==> config.mk <==
export PLATFORM = sky130hd
export DESIGN_NAME = conv_mute_seq
export DESIGN_NICKNAME = d
export VERILOG_FILES = /design/src/rtl/conv_mute_seq_pkg.sv /design/src/rtl/seq_en_filter.sv /design/src/rtl/seq_clear_sweep.sv /design/src/rtl/seq_mute_fsm.sv /design/src/rtl/conv_mute_seq.sv
export SDC_FILE = /design/constraint.sdc
export NUM_CORES = 1
export LEC_CHECK = 0
export BUFFER_PORTS_ARGS = -buffer_cell sky130_fd_sc_hd__buf_2
export CAP_MARGIN = 20
export CORE_ASPECT_RATIO = 0.75
export CORE_MARGIN = 3
export CORE_UTILIZATION = 30
export CTS_CLUSTER_DIAMETER = 120
export DETAILED_ROUTE_END_ITERATION = 7
export GPL_TIMING_DRIVEN = 1
export PLACE_DENSITY = 0.77
export SLEW_MARGIN = 5
export SYNTH_ARGS = -nofsm -noshare
export SYNTH_HDL_FRONTEND = slang
export SYNTH_SLANG_ARGS = --single-unit
export TNS_END_PERCENT = 1
==> constraint.sdc <==
create_clock -name clk -period 3.12 [get_ports clk]
set_input_delay 0.156 -clock clk [delete_from_list [all_inputs] [get_ports clk]]
set_output_delay 0.156 -clock clk [all_outputs]
set_load 0.02 [all_outputs]
==> src/rtl/conv_mute_seq_pkg.sv <==
package conv_mute_seq_pkg;

  // Sequencer phases
  typedef enum logic [1:0] {
    ST_OFF   = 2'd0,
    ST_SWEEP = 2'd1,
    ST_MUTED = 2'd2,
    ST_RUN   = 2'd3
  } seq_state_e;

endpackage

==> src/rtl/seq_en_filter.sv <==
// Accepts a new enable level only after it has persisted for FILT_CYC edges.
module seq_en_filter #(
  parameter int FILT_CYC = 5
) (
  input  logic clk,
  input  logic rst_n,
  input  logic raw,
  output logic filt
);

  generate
    if (FILT_CYC <= 1) begin : g_direct
      always_ff @(posedge clk or negedge rst_n) begin
        if (!rst_n) filt <= 1'b0;
        else        filt <= raw;
      end
    end else begin : g_count
      localparam int CNT_W = $clog2(FILT_CYC);
      localparam logic [CNT_W-1:0] CNT_LAST = CNT_W'(FILT_CYC - 1);
      logic [CNT_W-1:0] run_cnt;

      always_ff @(posedge clk or negedge rst_n) begin
        if (!rst_n) begin
          filt    <= 1'b0;
          run_cnt <= '0;
        end else if (raw == filt) begin
          run_cnt <= '0;
        end else if (run_cnt == CNT_LAST) begin
          filt    <= raw;
          run_cnt <= '0;
        end else begin
          run_cnt <= run_cnt + 1'b1;
        end
      end
    end
  endgenerate

endmodule

==> src/rtl/seq_clear_sweep.sv <==
// Walks the FIFO address space once, offering a zero write per location.
module seq_clear_sweep #(
  parameter int DEPTH  = 64,
  parameter int DATA_W = 24,
  localparam int ADDR_W = $clog2(DEPTH)
) (
  input  logic              clk,
  input  logic              rst_n,
  input  logic              clr,
  input  logic              active,
  input  logic              wr_ready,
  output logic              wr_valid,
  output logic [ADDR_W-1:0] wr_addr,
  output logic [DATA_W-1:0] wr_data,
  output logic              done
);

  localparam logic [ADDR_W-1:0] ADDR_LAST = ADDR_W'(DEPTH - 1);

  logic [ADDR_W-1:0] addr_q;
  logic              accept;
  logic              at_last;

  assign accept   = active && wr_ready;
  assign at_last  = (addr_q == ADDR_LAST);
  assign done     = accept && at_last;
  assign wr_valid = active;
  assign wr_addr  = addr_q;
  assign wr_data  = '0;

  always_ff @(posedge clk or negedge rst_n) begin
    if (!rst_n) begin
      addr_q <= '0;
    end else if (clr) begin
      addr_q <= '0;
    end else if (accept) begin
      addr_q <= at_last ? '0 : addr_q + 1'b1;
    end
  end

endmodule

==> src/rtl/seq_mute_fsm.sv <==
// Phase controller: off, clearing sweep, muted wait, running.
module seq_mute_fsm
  import conv_mute_seq_pkg::*;
(
  input  logic       clk,
  input  logic       rst_n,
  input  logic       en_f,
  input  logic       sweep_done,
  input  logic       slow_settle,
  input  logic       rate_change,
  output seq_state_e state,
  output logic       sweep_clr,
  output logic       sweep_active
);

  seq_state_e state_d;

  always_comb begin
    state_d = state;
    if (!en_f) begin
      state_d = ST_OFF;
    end else begin
      unique case (state)
        ST_OFF:   state_d = ST_SWEEP;
        ST_SWEEP: if (sweep_done) state_d = ST_MUTED;
        ST_MUTED: if (slow_settle && !rate_change) state_d = ST_RUN;
        ST_RUN:   if (rate_change) state_d = ST_MUTED;
        default:  state_d = ST_OFF;
      endcase
    end
  end

  always_ff @(posedge clk or negedge rst_n) begin
    if (!rst_n) state <= ST_OFF;
    else        state <= state_d;
  end

  assign sweep_clr    = (state == ST_OFF);
  assign sweep_active = (state == ST_SWEEP);

endmodule

==> src/rtl/conv_mute_seq.sv <==
module conv_mute_seq
  import conv_mute_seq_pkg::*;
#(
  parameter int CTRL_W   = 32,
  parameter int EN_BIT   = 31,
  parameter int DEPTH    = 64,
  parameter int DATA_W   = 24,
  parameter int FILT_CYC = 5,
  localparam int ADDR_W  = $clog2(DEPTH)
) (
  input  logic              clk,
  input  logic              rst_n,
  input  logic [CTRL_W-1:0] ctrl_word,
  input  logic              rate_change,
  input  logic              slow_settle,
  output logic              fifo_wr_valid,
  input  logic              fifo_wr_ready,
  output logic [ADDR_W-1:0] fifo_wr_addr,
  output logic [DATA_W-1:0] fifo_wr_data,
  output logic              busy,
  output logic              mute_out,
  output logic              out_en,
  output logic              path_mute
);

  logic       en_f;
  logic       sweep_done;
  logic       sweep_clr;
  logic       sweep_active;
  logic       ctrl_unused;
  seq_state_e state;

  // Only the enable bit is decoded
  assign ctrl_unused = &{1'b0, ctrl_word};

  seq_en_filter #(
    .FILT_CYC (FILT_CYC)
  ) u_filter (
    .clk   (clk),
    .rst_n (rst_n),
    .raw   (ctrl_word[EN_BIT]),
    .filt  (en_f)
  );

  seq_mute_fsm u_fsm (
    .clk          (clk),
    .rst_n        (rst_n),
    .en_f         (en_f),
    .sweep_done   (sweep_done),
    .slow_settle  (slow_settle),
    .rate_change  (rate_change),
    .state        (state),
    .sweep_clr    (sweep_clr),
    .sweep_active (sweep_active)
  );

  seq_clear_sweep #(
    .DEPTH  (DEPTH),
    .DATA_W (DATA_W)
  ) u_sweep (
    .clk      (clk),
    .rst_n    (rst_n),
    .clr      (sweep_clr),
    .active   (sweep_active),
    .wr_ready (fifo_wr_ready),
    .wr_valid (fifo_wr_valid),
    .wr_addr  (fifo_wr_addr),
    .wr_data  (fifo_wr_data),
    .done     (sweep_done)
  );

  assign busy      = sweep_active;
  assign out_en    = (state != ST_OFF);
  assign mute_out  = (state == ST_RUN);
  assign path_mute = (state != ST_RUN);

endmodule

Word-level counts from Yosys, hierarchy flattened
Index checks and enable logic that the tools add are counted.
{ "classes": {"n_reduce_logical": 9, "eq_ne": 10, "n_bitwise": 1, "add_sub_neg": 2, "muxes": 10} }
{ "op_table": {"columns": ["op", "n"], "rows": [
  ["6-bit 2-to-1 mux", 3],
  ["2-bit 2-to-1 mux", 4],
  ["2-bit case mux with 4 select lines", 1],
  ["6-bit by 1-bit adder with 6-bit output (second input constant)", 1],
  ["6-bit equality test (second input constant)", 1],
  ["3-bit 2-to-1 mux", 2],
  ["3-bit != test (second input constant)", 2],
  ["2-bit equality test (second input constant)", 2],
  ["2-bit nonzero test", 2],
  ["3-bit by 1-bit adder with 3-bit output (second input constant)", 1],
  ["3-bit equality test (second input constant)", 1],
  ["1-bit logical AND", 3],
  ["3-bit by 2-bit != test with 1-bit output (second input constant)", 1],
  ["3-bit AND reduction", 1],
  ["2-bit by 1-bit equality test with 1-bit output (second input constant)", 1],
  ["2-bit logical NOT", 1],
  ["2-bit != test (second input constant)", 1],
  ["2-bit AND reduction", 1],
  ["1-bit equality test", 1],
  ["1-bit logical NOT", 1],
  ["1-bit inverter", 1]
]} }
{ "word_totals": {"reg_bits": 12, "output_inout_bits": 35, "wordCells": 36, "in_bits": 37} }

Depth between registers and ports, before layout
Gate-level depths: netlist (run 1).
{ "logic_depth": {"depth_word": 6, "ltp_mapped": 5} }

Modules after synthesis
Synthesis (run 1) repeated with hierarchy kept, for this count alone.
{ "unflattened": {"hier_cells": 91, "area_unflattened_um2": 833.3} }
{ "by_module_without_submodules": {"columns": ["module", "n_inst", "seq_area_each_um2", "area_per_inst_um2", "cells_per_inst"], "rows": [
  ["seq_clear_sweep", 1, 150.1, 528.0, 63],
  ["seq_en_filter", 1, 100.1, 192.7, 16],
  ["seq_mute_fsm", 1, 50.0, 95.1, 9],
  ["conv_mute_seq", 1, 0.0, 17.5, 3]
]} }

Worst setup path before layout (run 1)
No wires, ideal clock.
{ "synth_path": {"path_kind": "register to register", "startpoint": "register u_sweep.addr_q[0] (netlist: u_sweep.wr_addr[0])", "endpoint": "register u_sweep.addr_q[4] (netlist: u_sweep.wr_addr[4])", "t_required_ps": 2999, "arrival_ps": 1371, "stages_incl_launch_ff": 5, "setup_slack_ps": 1628, "setup_ps": 121, "n_path_buf": 0, "path_cell_list": "dfrtp_1 ha_1 nand4_2 mux2_1 a22o_1"} }
{ "synth_between": {"elab_chain_len": 4} }
{ "synth_rtl": {"columns": ["element", "line_no", "source"], "rows": [
  ["from (decl)", "seq_clear_sweep.sv:20", "logic [ADDR_W-1:0] addr_q;"],
  ["from (signal assigned)", "seq_clear_sweep.sv:37", "addr_q <= at_last ? '0 : addr_q + 1'b1;"],
  ["6-bit by 1-bit adder with 6-bit output or 6-bit equality test (tied branches)", "seq_clear_sweep.sv:37, seq_clear_sweep.sv:25", null],
  ["6-bit 2-to-1 mux *", "seq_clear_sweep.sv:37", null],
  ["6-bit 2-to-1 mux *", "seq_clear_sweep.sv:36", "end else if (accept) begin"],
  ["6-bit 2-to-1 mux *", "seq_clear_sweep.sv:34", "end else if (clr) begin"]
]} }
Mark *: on every way between the ends. The rest lies on a longest branch, timed or not. The select of a mux whose other input is x is not followed.
A chain may end at the register's enable or synchronous reset.

Worst setup path after layout (run 1)
Same ends and word-level chain as after synthesis.

==> summary.md, run 1 <==
| Metric | Value |
|---|---|
| Clk_lat worst skew | 0.23 ns |
| Fmax | 665 MHz |
| Minimum clock period | 1.50 ns |
| Sequential element share of the synthesized area | 0.346 |
| Largest net degree at the start of global routing | 15 |
| Slowest cell on crit path | dfrtp_1 |
| Pwr dens | 674 nW/um^2 |
| 1st-iter DRT viols | 16 |
| TritonCTS clock tree | built |
| Setup_tns | 0 ns |
| CTS Buf Count | 3 |
| Worst path arrival time | approximately 1.6 ns |
| Avg Inst Size Synth | approximately 9.0 um^2 |
| Fin worst setup slack | roughly 1.6 ns |
| Share of the synthesized area in the top cell type | 0.346 |
| Post-synth ARST share | 1.00 |
| Vias | 649 |
| Drt wl/cell | between 10 and 15 um |
| Total track usage | 0.0962 |
| Top FF cell, synth | dfrtp_1 |
| Die Ht | 52.6 um |
| Share of layout cells above drive strength 1 | 0.230 |
| DRC | 0 |
| Status | completed |
| Die Area | approximately 3600 um^2 |
| Final Max Tran Viols | 0 |
| Dpl ws | ~1.6 ns |
| Synthesized cell area | slightly below 900 um^2 |
| RSZ-0062 raised after global routing | false |
| Placed inst area | 885 um^2 |
| CP Launch Type | flip-flop |
| Library cells used by synthesis | 29 |
| Gr ovfl total | 0 |
| Most frequent cell after synthesis | buf_4 |
| Design Area, Final | between 900 and 1000 um^2 |
| Placed Cells | around 150 |
| Endpoints failing setup | 0 |
| Number of synthesized flops with an enable pin | 0 |
| WL final | about 1600 um |
| Initial antenna violation count | 0 |
| Antenna-violating nets left | 0 |
| Hold buffers post-CTS | 1 |
| Clock skew | about 0.00070 ns |
| Clk sink count | 12 |
| # Post-CTS Setup Buffers | 0 |
| Synth Register Bits | 12 |
| Finished Layout Cells | between 100 and 150 |
| Io pins | 72 |
| Required time of the critical path | between 3 and 4 ns |
| Max VDD drop | around 0.00015 V |
| Synth area leaders | dfrtp_1 35%, buf_4 22%, ha_1 4.3%, inv_1 3.0%, nand2_1 3.0% |
| Crit path largest cell delay | ~0.47 ns |
| Worst-path maximum fanout | 8 |
| I/O Buffers | 16 |
| Worst-path clk slew | approximately 0.050 ns |
| Starting Density | 0.324 |
| List of most frequent post-synthesis cells | 25 x buf_4, 12 x dfrtp_1, 7 x inv_1, 7 x nand2_1 |
| Fin. Hold Viols | 0 |
| DP Wirelength | ~1300 um |
| GPL Wtd Cong | ~0.7 |
| Warnings from Yosys | 0 |
| H-tree depth | 1 |
| Number of global-route vias before repair | 580 |
| Diode count | 0 |
| DR vias/cell | ~4.4 |
| Post-CTS Resized | 0 |
| Crit. End Element | flip-flop |
| Root buffer cell | clkbuf_8 |
| Leakage | between 0.4 and 0.5 nW |
| # rows | 16 |
| Hold Path Class | in -> reg |
| Max-cap viol count | 0 |
| Synthesized instance count | 97 |
| Pre-antenna DRT Iters | 4 |
| Area leader, netlist | dfrtp_1 |
| Core box area | around 2700 um^2 |
| Die Wd | 68.1 um |
| WS Path Type | reg -> reg |
| Layout Nets | between 150 and 200 |
| Post-route clock period utilization | 0.482 |
| Fillers | a little under 300 |
| Synth-to-layout area growth | 7.78% |
| First-pass GRT wire length | 2530 um |
| CP cell instances | ha_1, nand4_2, mux2_1, a22o_1 |
| Clock buffer depth | 2 |
-- area by class of cell --
| cell class | instances | area (um^2) | share of cell area |
|---|---|---|---|
| sequential | 12 | 300 | 0.321 |
| multi-input combinational | 74 | 433 | 0.463 |
| tap | 36 | 45.0 | 0.0481 |
| inverter | 7 | 26.3 | 0.0281 |
| timing repair buffer | 17 | 90.1 | 0.0963 |
| clock buffer | 3 | 41.3 | 0.0441 |
-- sequential cells by signal (all words and copies together) (netlist names) --
name,flops
u_sweep.wr_addr,6
u_filter.g_count.run_cnt,3
u_fsm.state,2
u_filter.filt,1
-- power by group --
group / leakage (nW) / total, mW / switching (mW) / internal (mW)
Clock: 0.0216 / 0.135 / 0.0509 / 0.0846
Sequential: 0.159 / 0.259 / 0.0640 / 0.195
Combinational: 0.296 / 0.237 / 0.144 / 0.0933
-- metrics by stage --
step,total power [mW],util,hold WS (ns)
2_1_floorplan,0.459,-,-0.140
3_3_place_gp,0.479,0.330,0.0414
3_5_place_dp,0.497,0.330,0.0463
4_1_cts,0.635,0.349,0.101
5_1_grt,0.680,0.349,0.110
6_report,0.631,0.349,0.112
-- path summary, 6_finish.rpt --
check	from	end	slack, ns	cells past startpoint
setup / recovery	u_sweep.wr_addr[0]$_DFFE_PN0P_	u_sweep.wr_addr[4]$_DFFE_PN0P_	1.62	4
hold / removal	rate_change	u_fsm.state[0]$_DFFE_PN0P_	0.11	2
setup reg to reg	u_sweep.wr_addr[0]$_DFFE_PN0P_	u_sweep.wr_addr[4]$_DFFE_PN0P_	1.62	4
hold reg to reg	u_sweep.wr_addr[5]$_DFFE_PN0P_	u_sweep.wr_addr[5]$_DFFE_PN0P_	0.53	1
max in group asynchronous	rst_n	u_filter.g_count.run_cnt[0]$_DFF_PN0_	2.58	2
min in group asynchronous	rst_n	u_filter.g_count.run_cnt[2]$_DFF_PN0_	0.33	2
-- critical path: cells and delay by family (launching register included) --
| kind | cells | cell delay, ns |
|---|---|---|
| compound gates | 1 | 0.18 |
| simple gates | 1 | 0.12 |
| flops | 1 | 0.47 |
| mux | 1 | 0.34 |
| fa+ha+maj | 1 | 0.28 |
-- cells by family after synthesis --
kind of cell,synth area share
multiplexers,0.0389
buffers and inverters,0.255
AND/OR/NAND/NOR,0.161
AO/OA/AOI/OAI,0.141
XOR/XNOR,0.0101
other,0.00432
adder cells (fa/ha/maj),0.0432
flip-flops,0.346
-- cells in the final DEF (no fill, tap or decap), drive strengths merged --
cell         count
o22ai            1
a31oi            4
nor3b            1
o211ai           3
ha               3
nand3            2
mux2             3
nor2b            3
o21ai            2
a21oi            3
nor2             4
a22o             2
inv              7
xnor2            1
or2              1
clkbuf           3
dfrtp           12
nand2            7
o31ai            1
conb            24
and3             2
dlygate4sd3      1
buf             16
and2             4
o2111ai          2
nand4            1
-- layer usage --
| metal | vias up | track usage | part of all wire |
|---|---|---|---|
| met2 | 24 | 0.163 | 0.51 |
| met3 | 2 | 0.0300 | 0.073 |
| met1 | 310 | 0.111 | 0.41 |
| li1 | 313 | - | - |
| met5 | - | 0 | 0 |
| met4 | 0 | 0.0396 | 0.013 |
Note: power is estimated with default switching activity, not from simulation.
==> run 2: changes to the inputs <==
clock period = 1.5 ns   (was 3.12 ns; I/O delays follow)
==> summary.md, run 2 (synthesis results as in run 1) <==
| Metric | Value |
|---|---|
| Status | completed |
| Fin worst setup slack | 0.0929 ns |
| Hold Path Class | in -> reg |
| Clock skew | 0.00184 ns |
| Largest register FFs | 6 |
| TritonCTS clock tree | built |
| WL final | around 1600 um |
| Root buffer cell | clkbuf_8 |
| DRC | 0 |
| Core box area | ~2700 um^2 |
| Met2 GRT Util | 0.158 |
| Post-route clock period utilization | 0.938 |
| GPL Wtd Cong | 0.747 |
| Minimum clock period | about 1.4 ns |
| RSZ-0062 raised after global routing | false |
| Overall power | ~1.4 mW |
| Share of layout cells above drive strength 1 | 0.243 |
| Die Area | around 3600 um^2 |
| I/O Buffers | 16 |
| Fillers | roughly 290 |
| Io pins | 72 |
| Worst path arrival time | ~1.5 ns |
| Clk_lat worst skew | approximately 0.24 ns |
| Starting Density | 0.324 |
| CP cell instances | ha_1, nand4_2, mux2_1, a22o_1 |
| Worst-path clk slew | around 0.06 ns |
| Design Area, Final | 957 um^2 |
| Initial antenna violation count | 0 |
| CTS Buf Count | 3 |
| Most frequent cells in the layout | 24 x conb_1, 16 x buf_2, 12 x dfrtp_1 |
| Commonest non-fill, non-tap cell in the layout | conb_1 |
| WS Path Type | reg -> reg |
| Number of global-route vias before repair | just over 600 |
| Pwr dens | 1470 nW/um^2 |
| Largest net degree at the start of global routing | 15 |
| Pre-antenna DRT Iters | 4 |
| Vias | approximately 670 |
| CP bufs+invs | 0 |
| Post-CTS Resized | 0 |
| Max VDD drop | approximately 0.00037 V |
| Leakage | 0.489 nW |
| CP Launch Type | flip-flop |
| 1st-iter DRT viols | 16 |
| Crit path largest cell delay | 0.41 ns |
| Drt wl/cell | about 11 um |
| GRT met1 Usage | 0.103 |
| Antenna-violating nets left | 0 |
| Hold buffers post-CTS | 1 |
| Final Max Tran Viols | 0 |
| DR vias/cell | around 4.4 |
| Met3 Use GR | 0.0300 |
| Die Ht | between 50 and 60 um |
| Dpl ws | 0.0923 ns |
| Layer with the highest usage | met2 |
| Die Wd | 68.1 um |
| Fmax | 711 MHz |
| Fin util | 0.357 |
| Endpoints failing setup | 0 |
| Diode count | 0 |
| Synth-to-layout area growth | 10.2% |
| # Post-CTS Setup Buffers | 0 |
| Clock buffer depth | 2 |
| Slowest cell on crit path | dfrtp_1 |
| Required time of the critical path | roughly 1.6 ns |
| DP Wirelength | approximately 1300 um |
| Clk sink count | 12 |
| Layout Nets | 156 |
| First-pass GRT wire length | between 2000 and 3000 um |
| Placed inst area | roughly 890 um^2 |
| Total track usage | 0.0961 |
| H-tree depth | 1 |
| # rows | 16 |
| Max-cap viol count | 0 |
| Worst-path maximum fanout | 6 |
| Setup_tns | 0 ns |
| Gr ovfl total | 0 |
| Crit. End Element | flip-flop |
| Fin. Hold Viols | 0 |
| CP top delay family | flip-flops |
## run 2: changes by cell type in the layout (fill, tap and decap cells not counted)
cell and change:
buf_4 +1, clkbuf_8 +1
## run 2: layout make-up
cell class	instances	area, um^2	area share
inverters	7	26.3	0.0275
repair buffers	18	97.6	0.102
flip-flops and latches	12	300	0.314
clock buffers	4	55.1	0.0575
multi-input cells	74	433	0.452
well taps	36	45.0	0.0471
## run 2: through the flow
step / std cells / hold slack (ns)
detailed placement: 146 / -0.0346
CTS: 151 / 0.00676
finish: 151 / 0.00437
floorplan: 120 / -0.221
global route: 151 / 0.00897
global placement: 146 / -0.0411
## run 2: metal layers
layer  vias to the layer above  share of wire
li1                        314              -
met1                       317           0.38
met2                        32           0.50
met3                         5          0.090
met4                         0          0.031
met5                         -              0
## run 2: power by group
group	total [mW]	internal, mW	switching, mW
Sequential	0.519	0.405	0.114
Clock	0.359	0.232	0.127
Combinational	0.532	0.210	0.322
Total	1.41	0.847	0.562
## run 2: path summary, 6_finish.rpt
check / from / end / slack [ns] / depth (start not counted)
setup / recovery: u_sweep.wr_addr[1]$_DFFE_PN0P_ / u_sweep.wr_addr[4]$_DFFE_PN0P_ / 0.09 / 4
hold / removal: rate_change / u_fsm.state[0]$_DFFE_PN0P_ / 0.004 / 2
setup reg to reg: u_sweep.wr_addr[1]$_DFFE_PN0P_ / u_sweep.wr_addr[4]$_DFFE_PN0P_ / 0.09 / 4
hold reg to reg: u_sweep.wr_addr[5]$_DFFE_PN0P_ / u_sweep.wr_addr[5]$_DFFE_PN0P_ / 0.52 / 1
max in group asynchronous: rst_n / u_filter.g_count.run_cnt[0]$_DFF_PN0_ / 1.06 / 2
min in group asynchronous: rst_n / u_sweep.wr_addr[1]$_DFFE_PN0P_ / 0.23 / 2
## run 2: worst register-to-register path, delay by kind of cell (launching register included)
family	cells	cell delay, ns
AOI/OAI and AO/OA	1	0.18
muxes	1	0.34
and+or+nand+nor	1	0.11
DFF	1	0.41
adders and majority gates	1	0.26
